<file path="config.mk">
export PLATFORM = sky130hd
export DESIGN_NAME = vid_crc_sig
export DESIGN_NICKNAME = d
export VERILOG_FILES = /design/src/rtl/vid_crc_sig.sv
export SDC_FILE = /design/constraint.sdc
export NUM_CORES = 1
export LEC_CHECK = 0
export ABC_AREA = 1
export BUFFER_PORTS_ARGS = -buffer_cell sky130_fd_sc_hd__buf_2
export CORE_MARGIN = 2
export CORE_UTILIZATION = 40
export DETAILED_ROUTE_END_ITERATION = 16
export GPL_TIMING_DRIVEN = 0
export PLACE_DENSITY = 0.66
export SYNTH_ARGS = -nofsm -noshare
export SYNTH_HDL_FRONTEND = slang
export SYNTH_SLANG_ARGS = --single-unit
</file>
<file path="constraint.sdc">
create_clock -name clk -period 4.24 [get_ports clk]
set_clock_uncertainty 0.1 [all_clocks]
set_input_delay 0.848 -clock clk [delete_from_list [all_inputs] [get_ports clk]]
set_output_delay 0.848 -clock clk [all_outputs]
set_load 0.1 [all_outputs]
</file>
<file path="src/rtl/vid_crc_sig.sv">
module vid_crc_sig #(
  parameter int             CH_W  = 8,
  parameter int             CRC_W = 16,
  parameter logic [CRC_W-1:0] POLY = 16'h1021,
  parameter logic [CRC_W-1:0] SEED = 16'hFFFF
) (
  input  logic               clk,
  input  logic               rst_n,
  input  logic [3*CH_W-1:0]  pix_rgb,
  input  logic               pix_de,
  input  logic               vsync,
  input  logic [1:0]         chan_sel,
  input  logic               sig_arm,
  input  logic               sig_clear,
  output logic [CRC_W-1:0]   sig_value,
  output logic               sig_done,
  output logic               sig_busy
);

  typedef enum logic [1:0] {S_IDLE, S_WAIT, S_RUN} st_t;

  st_t              st;
  logic [CRC_W-1:0] crc;
  logic [1:0]       chan_q;
  logic             vs_q;
  logic [CH_W-1:0]  comp;

  wire vs_rise = vsync & ~vs_q;

  function automatic logic [CRC_W-1:0] crc_step(input logic [CRC_W-1:0] c,
                                                input logic [CH_W-1:0]  d);
    logic [CRC_W-1:0] r;
    logic             fb;
    r = c;
    for (int i = CH_W-1; i >= 0; i--) begin
      fb = r[CRC_W-1] ^ d[i];
      r  = {r[CRC_W-2:0], 1'b0};
      if (fb) r = r ^ POLY;
    end
    return r;
  endfunction

  always_comb begin
    case (chan_q)
      2'd0:    comp = pix_rgb[3*CH_W-1:2*CH_W];
      2'd1:    comp = pix_rgb[2*CH_W-1:CH_W];
      default: comp = pix_rgb[CH_W-1:0];
    endcase
  end

  wire [CRC_W-1:0] crc_nxt = crc_step(crc, comp);

  always_ff @(posedge clk) begin
    if (!rst_n) begin
      st     <= S_IDLE;
      crc    <= SEED;
      sig_done <= 1'b0;
      chan_q <= 2'd0;
      vs_q   <= 1'b0;
    end else begin
      vs_q <= vsync;
      if (sig_clear) begin
        st       <= S_IDLE;
        crc      <= SEED;
        sig_done <= 1'b0;
      end else if (sig_arm) begin
        st       <= S_WAIT;
        crc      <= SEED;
        sig_done <= 1'b0;
        chan_q   <= chan_sel;
      end else begin
        case (st)
          S_WAIT: if (vs_rise) begin
            st <= S_RUN;
            if (pix_de) crc <= crc_nxt;
          end
          S_RUN: if (vs_rise) begin
            st       <= S_IDLE;
            sig_done <= 1'b1;
          end else if (pix_de) begin
            crc <= crc_nxt;
          end
          default: ;
        endcase
      end
    end
  end

  assign sig_value = crc;
  assign sig_busy  = (st != S_IDLE);

  assert_reset_R1: assert property (@(posedge clk)
    !rst_n |=> (sig_value == SEED && !sig_done && !sig_busy));

  assert_clear_wins_R8: assert property (@(posedge clk) disable iff (!rst_n)
    sig_clear |=> (sig_value == SEED && !sig_done && !sig_busy));

  assert_arm_seed_R5: assert property (@(posedge clk) disable iff (!rst_n)
    (sig_arm && !sig_clear) |=> (sig_value == SEED && sig_busy && !sig_done));

  assert_blank_ignored_R4: assert property (@(posedge clk) disable iff (!rst_n)
    (st == S_RUN && !pix_de && !sig_arm && !sig_clear) |=> $stable(sig_value));

  assert_done_hold_R6: assert property (@(posedge clk) disable iff (!rst_n)
    (sig_done && !sig_arm && !sig_clear) |=> (sig_done && $stable(sig_value)));

  assert_done_needs_edge_R6: assert property (@(posedge clk) disable iff (!rst_n)
    (!sig_done && !(vsync && !vs_q)) |=> !sig_done);

  assert_idle_quiet_R9: assert property (@(posedge clk) disable iff (!rst_n)
    (st == S_IDLE && !sig_arm && !sig_clear) |=> ($stable(sig_value) && $stable(sig_done)));

endmodule

</file>
==> impl_metrics.json, run 1 <==
{
  "outcome": "finished, final reports clean",
  "worstMarginPinSlew_ns": 0.593,
  "tns_ns": 0,
  "gp_congestion": 0.797,
  "share_seq_of_total_power_pct": 41.8,
  "finalSetupViolCount": 0,
  "antenna_found_initial": 0,
  "p_int_mw": 0.348,
  "die_x_um": 63.3,
  "ir_drop_v": 0.000126,
  "htree_levels": 1,
  "crit_path_start": "st[1]",
  "yosysTopAreaCellShare_pct": 31.3,
  "multiInputGateArea_um2": 783,
  "dr_total_vias": 1607,
  "rr_startpoint": "chan_q[0]",
  "dr.first_iter.drc_count": 40,
  "ant_nets": 0,
  "switching_share_pct": 31.2,
  "critPathMaxFanout": 4,
  "dieHeight_um": 63.3,
  "drt-vias-per-instance": 4.75,
  "syn_area_mm2": 0.00141,
  "clk_pin_slew_ns": 0.14,
  "core_area_mm2": 0.00336,
  "seq_area_frac_synth_pct": 31.3,
  "fin_nets": 325,
  "hold_buffers": 0,
  "required_ns": 3.29,
  "cts_buffer_depth": 2,
  "synth-warning-count": 0,
  "avgSynthCellArea_um2": 5.89,
  "drc": 0,
  "antenna_cells": 0,
  "rows": 21,
  "maxSlewViolCount": 0,
  "p_comb_share_pct": 24.7,
  "cellLeakagePower_nw": 1.00,
  "seqCellArea_um2": 440,
  "grt_usage_pct": 18.7,
  "drt_first_pass_iters": 4,
  "endpoint": "sig_busy",
  "power_mw": 0.506,
  "crit_type": "register to output pin",
  "reg2reg_to": "sig_value[13]",
  "synth_nets": 271,
  "slew_headroom_pct": 60.3,
  "synthFlopType": "dfxtp_1",
  "cts_tree": "yes",
  "ys_top_cells_by_area": "dfxtp_1 31%, nand2_1 25%, nand3_1 11%, inv_1 9.9%, a21oi_1 5.0%",
  "post_cts_buffers": 0,
  "reg2reg_slack_ns": 2.46,
  "synth_top_area_cell": "dfxtp_1",
  "grt_max_degree": 14,
  "cp-end-kind": "output pin",
  "min_period_over_period_pct": 52.2,
  "p_sw_mw": 0.158,
  "post_cts_resize_count": 0,
  "start_kind": "register",
  "async_flop_share_pct": 0,
  "cap_violations": 0,
  "grt_pass1_wl_um": 5940,
  "numPortBuffers": 49,
  "yosysUniqueCellTypes": 19,
  "synth.most_common_cell": "nand2_1",
  "reg2reg_depth": 13,
  "pin_count": 50,
  "grt_overflow": 0,
  "dp_hpwl_um": 2800,
  "grt_pass1_vias": 1384,
  "wire_per_inst_um": 11.0,
  "synth.top_cells.by_count": "92 x nand2_1, 37 x inv_1, 30 x nand3_1, 22 x dfxtp_1, 14 x a21oi_1",
  "synth_edf_count": 0,
  "initial_core_util_pct": 41.9,
  "hold_violations": 0,
  "power.density_mw_per_mm2": 287,
  "clock_sinks": 22,
  "cts_buffers": 3,
  "synth-seq-cells": 22,
  "n_fill_cell": 401,
  "clk_latency_ns": 0.33,
  "maxClockFrequency_mhz": 452,
  "rsz0062_at_grt": "no",
  "syn_inst": 239,
  "drive_gt1_share_pct": 22.6,
  "arrival_ns": 1.27,
  "root_buffer": "clkbuf_4",
  "clock_power_share_pct": 33.5,
  "hold_path_class": "register to register",
  "finalCriticalPeriod_ns": 2.21,
  "design.die.area_mm2": 0.00401,
  "wl_um": 3710,
  "syn2layout_area_growth_pct": 25.2
}
-- flip-flops by register name (all words and copies together), names as in the netlist --
| name | cells |
|---|---|
| sig_done | 1 |
| sig_value | 16 |
| vs_q | 1 |
| st | 2 |
| chan_q | 2 |
-- kinds of logic (layout without fill, tap and decap cells) --
group	after synthesis	in the layout	share of synthesized area (%)
DFF	22	22	31.3
buffers and inverters	46	99	13.1
AOI/OAI and AO/OA	24	24	9.77
and+or+nand+nor	147	147	45.8
-- final cells by class --
class                      instances  area share (%)
buffer                             6            1.84
clock buffer                       3            1.28
clock inverter                     1            1.70
inverter                          40            8.65
multi-input combinational        171            44.4
sequential                        22            25.0
tap                               46            3.26
timing repair buffer              49            13.9
-- layout by cell type (no fill, tap or decap), types with 7 or more instances in the layout --
cell and count:
dfxtp_1 22, o211ai_1 7, nand2_1 92, nand3_1 30, nor2_1 7, buf_2 51, a21oi_1 14, inv_1 37
nand4_1 10
-- how the worst min path moves through the flow --
| stage | slack [ns] | to | start | cells past startpoint |
|---|---|---|---|---|
| after floorplan | 0.36 | st[0] | st[0] | 2 |
| after global placement | 0.35 | sig_done | sig_done | 2 |
| after detailed placement | 0.36 | sig_done | sig_done | 2 |
| after CTS | 0.39 | sig_done | sig_done | 2 |
| after global routing | 0.42 | sig_done | sig_done | 2 |
| final | 0.39 | sig_done | sig_done | 2 |
-- power by group through the flow --
stage | clock (mW) | sequential (mW) | combinational (mW)
2_1_floorplan | 0 | 0.220 | 0.0855
3_5_place_dp | 0 | 0.216 | 0.125
5_1_grt | 0.179 | 0.212 | 0.143
4_1_cts | 0.169 | 0.212 | 0.125
3_3_place_gp | 0 | 0.216 | 0.124
6_report | 0.169 | 0.212 | 0.125
-- routing by layer --
layer / wire, um / vias up / GRT usage (%) / share of wire, %
met2: 1620 / 38 / 31.1 / 44
li1: - / 869 / - / -
met1: 1870 / 694 / 25.1 / 50
met4: 55 / 0 / 6.52 / 1.5
met5: 0 / - / 0 / 0
met3: 165 / 6 / 2.14 / 4.4
-- metrics by stage --
step / setup WS (ns) / cells / utilization [%] / hold slack, ns / cell area, um2
5_1_grt: 1.99 / 338 / 52.5 / 0.421 / 1760
3_5_place_dp: 1.81 / 334 / 50.9 / 0.363 / 1710
2_1_floorplan: 2.32 / 239 / - / 0.357 / 1410
6_report: 2.03 / 338 / 52.5 / 0.391 / 1760
3_3_place_gp: 1.84 / 334 / 50.9 / 0.348 / 1710
4_1_cts: 2.03 / 338 / 52.5 / 0.394 / 1760
-- critical path, stage by stage, from the launching register on --
cell and delay [ns]:
dfxtp_1 0.36, or2_2 0.29, buf_2 0.29
No activity file was read; power rests on OpenSTA's default activity.
==> run 2: changes to the inputs <==
Settings changed: ABC_AREA 1 to 0, PLACE_DENSITY 0.66 to 0.69.
Clock period 4.24 ns to 2 ns, I/O delays scaled along.
==> impl_metrics.json, run 2 <==
{
  "seqCellArea_um2": 452,
  "drt_first_pass_iters": 4,
  "ant_nets": 0,
  "seq_area_frac_synth_pct": 30.6,
  "tns_ns": 0,
  "use_met2_pct": 29.9,
  "synth-seq-cells": 22,
  "min_period_over_period_pct": 97.4,
  "root_buffer": "clkbuf_4",
  "dieHeight_um": 64.0,
  "place_inst": 253,
  "p_comb_share_pct": 27.8,
  "cellLeakagePower_nw": 0.772,
  "finish.utilization_pct": 55.6,
  "outcome": "finished, final reports clean",
  "p_int_mw": 0.634,
  "yosysUniqueCellTypes": 40,
  "p_sw_mw": 0.260,
  "largest_register_ffs": 16,
  "dp_hpwl_um": 2650,
  "yosysTopAreaCellShare_pct": 30.6,
  "maxSlewViolCount": 0,
  "drc": 0,
  "critPathMaxStageDelay_ns": 0.35,
  "wl_um": 3620,
  "async_flop_share_pct": 0,
  "hold_buffers": 0,
  "synth_edf_count": 0,
  "grt_overflow": 0,
  "clk_pin_slew_ns": 0.12,
  "dr_total_vias": 1385,
  "cts_buffer_depth": 2,
  "clock_sinks": 22,
  "hold_path_class": "primary input to register",
  "fin_nets": 249,
  "syn2layout_area_growth_pct": 30.8,
  "cap_violations": 0,
  "numPortBuffers": 49,
  "critPathMaxFanout": 9,
  "synth.most_common_cell": "dfxtp_1",
  "antenna_found_initial": 0,
  "die_x_um": 64.0,
  "cts_buffers": 3,
  "syn_inst": 158,
  "clk_latency_ns": 0.30,
  "cp_cell_sequence": "buf_12, mux2i_4, a211o_1, a211o_1, buf_4, a211o_2, nand3_2",
  "htree_levels": 1,
  "drive_gt1_share_pct": 41.4,
  "start_kind": "register",
  "hold_violations": 0,
  "required_ns": 2.15,
  "synth_top_area_cell": "dfxtp_1",
  "grt_pass1_vias": 1273,
  "arrival_ns": 2.10,
  "ir_drop_v": 0.000234,
  "met1_usage_pct": 24.3,
  "core_area_mm2": 0.00339,
  "grt.met3_usage_pct": 2.64,
  "synth-warning-count": 0,
  "initial_core_util_pct": 42.5,
  "mostFrequentLayoutCell": "buf_2",
  "grt_usage_pct": 17.9,
  "slew_headroom_pct": 49.6,
  "cpMostUsedCell": "a211o_1",
  "ys_top_cells_by_area": "dfxtp_1 31%, xnor3_1 7.8%, o211ai_1 6.3%, a211o_1 4.9%, mux2i_1 4.9%",
  "antenna_cells": 0,
  "synth_nets": 190,
  "synth.top_cells.by_count": "22 x dfxtp_1, 17 x nand2_1, 12 x o211ai_1, 11 x a21oi_1, 9 x nor2b_1",
  "busiest_layer": "met2",
  "share_seq_of_total_power_pct": 50.1,
  "gp_congestion": 0.803,
  "rows": 21,
  "worstMarginPinSlew_ns": 0.753,
  "wire_per_inst_um": 13.9,
  "power.density_mw_per_mm2": 474,
  "multiInputGateArea_um2": 998,
  "dr.first_iter.drc_count": 57,
  "cp-end-kind": "register",
  "grt_pass1_wl_um": 5830,
  "drt-vias-per-instance": 5.31,
  "synthFlopType": "dfxtp_1",
  "design.die.area_mm2": 0.00410,
  "maxClockFrequency_mhz": 513,
  "hold_ws_ns": 0.233,
  "grt_max_degree": 12,
  "finalSetupViolCount": 0,
  "final_cell_mix": "49 x buf_2, 17 x nand2_1, 13 x dfxtp_1",
  "cts_tree": "yes",
  "avgSynthCellArea_um2": 9.12,
  "fin_cells": 261,
  "clock_power_share_pct": 22.2,
  "finalCriticalPeriod_ns": 1.95,
  "switching_share_pct": 29.1,
  "syn_area_mm2": 0.00144,
  "pin_count": 50,
  "cpMaxStageDelayCell": "dfxtp_2",
  "crit_type": "register to register",
  "n_fill_cell": 329
}
[run 2: timing repair]
item,in CTS,in global routing
pin swaps,1,7
gates resized for setup,6,22
setup endpoints to repair,8,13
setup buffers,1,4
[run 2: logic make-up (layout without fill, tap and decap cells)]
group | Yosys count | in the layout | share of synthesized area [%]
xor gates and xnor gates | 11 | 11 | 12.8
DFF | 22 | 22 | 30.6
muxes | 9 | 9 | 7.47
buffers and inverters | 10 | 67 | 3.30
AOI/OAI and AO/OA | 54 | 54 | 27.1
and+or+nand+nor | 52 | 52 | 18.8
[run 2: critical path, delay by kind of cell (launching register included)]
kind	cells	cell delay [ns]
buf+inv	2	0.29
compound gates	3	0.93
flops	1	0.35
mux	1	0.18
simple gates	1	0.05
[run 2: layout make-up]
class	count	area share, %
Tap cell	46	3.05
Buffer	7	3.19
Inverter	3	0.664
Multi-Input combinational cell	126	53.0
Timing Repair Buffer	54	15.0
Sequential cell	22	24.0
Clock buffer	3	1.19
[run 2: routing by layer]
layer  routed length, um  up-vias  share of wire (%)
met5                   0        -                  0
met4                  26        0               0.72
met3                 240        4                6.6
met2                1650       49                 45
met1                1710      629                 47
li1                    -      703                  -
[run 2: power by group through the flow]
stage | Combinational [mW] | Clock, mW | Sequential [mW]
global placement | 0.218 | 0 | 0.457
global route | 0.271 | 0.223 | 0.449
CTS | 0.224 | 0.203 | 0.447
finish | 0.248 | 0.198 | 0.448
floorplan | 0.149 | 0 | 0.465
detailed placement | 0.220 | 0 | 0.457
[run 2: stage by stage]
step / total power, mW / instance area [um2] / setup WS (ns)
after floorplan: 0.614 / 1450 / -0.115
after global placement: 0.674 / 1750 / -0.122
after detailed placement: 0.676 / 1750 / -0.141
after CTS: 0.874 / 1800 / 0.00670
after global routing: 0.943 / 1890 / -0.00445
final: 0.894 / 1890 / 0.0514
[run 2: path summary, 6_finish.rpt]
| kind | startpoint | end | slack [ns] | depth (start not counted) |
|---|---|---|---|---|
| worst max-delay path | chan_q[0] | sig_value[12] | 0.05 | 7 |
| worst min-delay path | vsync | vs_q | 0.23 | 2 |
| worst max register to register | chan_q[0] | sig_value[12] | 0.05 | 7 |
| worst min register to register | sig_done | sig_done | 0.38 | 1 |
==> run 3: changes to the inputs <==
Settings changed: PLACE_DENSITY 0.69 to 0.66.
Clock period 2 ns to 2.5 ns, I/O delays scaled along.
==> impl_metrics.json, run 3 (synthesis gave the netlist of run 2 again) <==
{
  "finalCriticalPeriod_ns": 2.21,
  "final_cell_mix": "51 x buf_2, 22 x dfxtp_1, 17 x nand2_1",
  "power.density_mw_per_mm2": 459,
  "reg2reg_slack_ns": 0.29,
  "drt-vias-per-instance": 5.51,
  "arrival_ns": 2.32,
  "root_buffer": "clkbuf_4",
  "reg2reg_to": "sig_value[7]",
  "cpMaxStageDelayCell": "a211oi_1",
  "outcome": "finished, final reports clean",
  "hold_buffers": 0,
  "fin_nets": 244,
  "power_mw": 0.825,
  "htree_levels": 1,
  "syn2layout_area_growth_pct": 24.7,
  "drive_gt1_share_pct": 30.3,
  "wire_per_inst_um": 15.0,
  "cts_buffers": 3,
  "dpl_cell_area_mm2": 0.00174,
  "crit_family": "compound AO/OA/AOI/OAI gates",
  "antenna_found_initial": 0,
  "drt_first_pass_iters": 4,
  "clk_pin_slew_ns": 0.14,
  "finalSetupViolCount": 0,
  "busiest_layer": "met2",
  "dr.first_iter.drc_count": 28,
  "wl_um": 3860,
  "min-delay-start": "vsync",
  "dr_total_vias": 1417,
  "cpMostUsedCell": "a211oi_1",
  "drc": 0,
  "numPortBuffers": 49,
  "fin_cells": 257,
  "crit_buf_inv": 1,
  "mostFrequentLayoutCell": "buf_2",
  "design.die.area_mm2": 0.00410,
  "rr_startpoint": "chan_q[1]",
  "hold_violations": 0,
  "largest_register_ffs": 16,
  "clk_latency_ns": 0.33,
  "seqCellArea_um2": 440,
  "grt_pass1_wl_um": 6490,
  "required_ns": 2.61,
  "critPathMaxFanout": 8,
  "cp-end-kind": "register",
  "dieHeight_um": 64.0,
  "stdcell_area_mm2": 0.00180,
  "grt_max_degree": 14,
  "antenna_cells": 0,
  "hold_path_class": "primary input to register",
  "grt_pass1_vias": 1367,
  "ant_nets": 0,
  "cts_tree": "yes",
  "grt_usage_pct": 20.0,
  "post_cts_buffers": 0,
  "slew_headroom_pct": 53.1,
  "cp_cell_sequence": "clkinv_1, a211oi_1, o211ai_1, a2111oi_0, a211oi_1",
  "min_to": "vs_q",
  "die_x_um": 64.0,
  "critPathMaxStageDelay_ns": 0.53,
  "place_inst": 253,
  "reg2reg_depth": 5,
  "cap_violations": 0,
  "multiInputGateArea_um2": 953,
  "gp_congestion": 0.802,
  "ir_drop_v": 0.000265,
  "rsz0062_at_grt": "no",
  "holdPathStages": 2,
  "core_area_mm2": 0.00339,
  "grt.met3_usage_pct": 2.82,
  "use_met2_pct": 33.7,
  "initial_core_util_pct": 42.5,
  "dp_slack_ns": 0.241,
  "rows": 21,
  "start_kind": "register",
  "grt_overflow": 0,
  "min_period_over_period_pct": 88.4,
  "worstMarginPinSlew_ns": 0.701,
  "crit_type": "register to register",
  "clock_sinks": 22,
  "maxClockFrequency_mhz": 452,
  "setup_ws_ns": 0.289,
  "n_fill_cell": 332,
  "tns_ns": 0,
  "cts_buffer_depth": 2,
  "post_cts_resize_count": 0,
  "pin_count": 50,
  "dp_hpwl_um": 2930,
  "met1_usage_pct": 26.4,
  "cellLeakagePower_nw": 0.746,
  "maxSlewViolCount": 0
}
-- run 3: cell types whose count changed in the layout (fill, tap and decap cells not counted), moves of 3 or more --
cell / before / now
clkbuf_1: 1 / 4
dfxtp_1: 13 / 22
buf_4: 7 / 0
dfxtp_2: 9 / 0
-- run 3: cell type report --
| cell class | count | share of cell area [%] |
|---|---|---|
| multi-input combinational | 126 | 53.1 |
| sequential | 22 | 24.5 |
| timing repair buffer | 49 | 13.6 |
| tap | 46 | 3.20 |
| buffer | 7 | 2.02 |
| clock inverter | 1 | 1.67 |
| clock buffer | 3 | 1.25 |
| inverter | 3 | 0.627 |
-- run 3: worst max path at each step --
stage	startpoint	to	slack, ns	cells past startpoint
global placement	vsync	sig_value[14]	0.30	8
detailed placement	vsync	sig_value[15]	0.24	8
global route	chan_q[1]	sig_value[7]	0.03	5
finish	chan_q[1]	sig_value[7]	0.29	5
floorplan	sig_value[12]	sig_value[5]	0.21	4
CTS	chan_q[1]	sig_value[7]	0.30	5
-- run 3: report_power, final --
group | internal (mW) | leakage [nW] | switching [mW]
Combinational | 0.0820 | 0.540 | 0.0977
Sequential | 0.355 | 0.179 | 0.00302
Clock | 0.162 | 0.0279 | 0.126
-- run 3: metrics by stage --
| stage | hold WS (ns) | util, % |
|---|---|---|
| 5_1_grt | 0.294 | 53.0 |
| 6_report | 0.290 | 53.0 |
| 3_5_place_dp | 0.356 | 51.5 |
| 4_1_cts | 0.297 | 53.0 |
| 3_3_place_gp | 0.349 | 51.5 |
| 2_1_floorplan | 0.358 | - |
-- run 3: routing by layer --
| metal | part of all wire (%) | vias to the layer above |
|---|---|---|
| li1 | - | 698 |
| met2 | 50 | 42 |
| met4 | 1.1 | 0 |
| met1 | 45 | 672 |
| met3 | 4.4 | 5 |
| met5 | 0 | - |
-- run 3: worst register-to-register path: cells and delay by family (launching register included) --
kind / cells / cell delay [ns]
buf+inv: 1 / 0.33
flops: 1 / 0.38
compound gates: 4 / 1.30
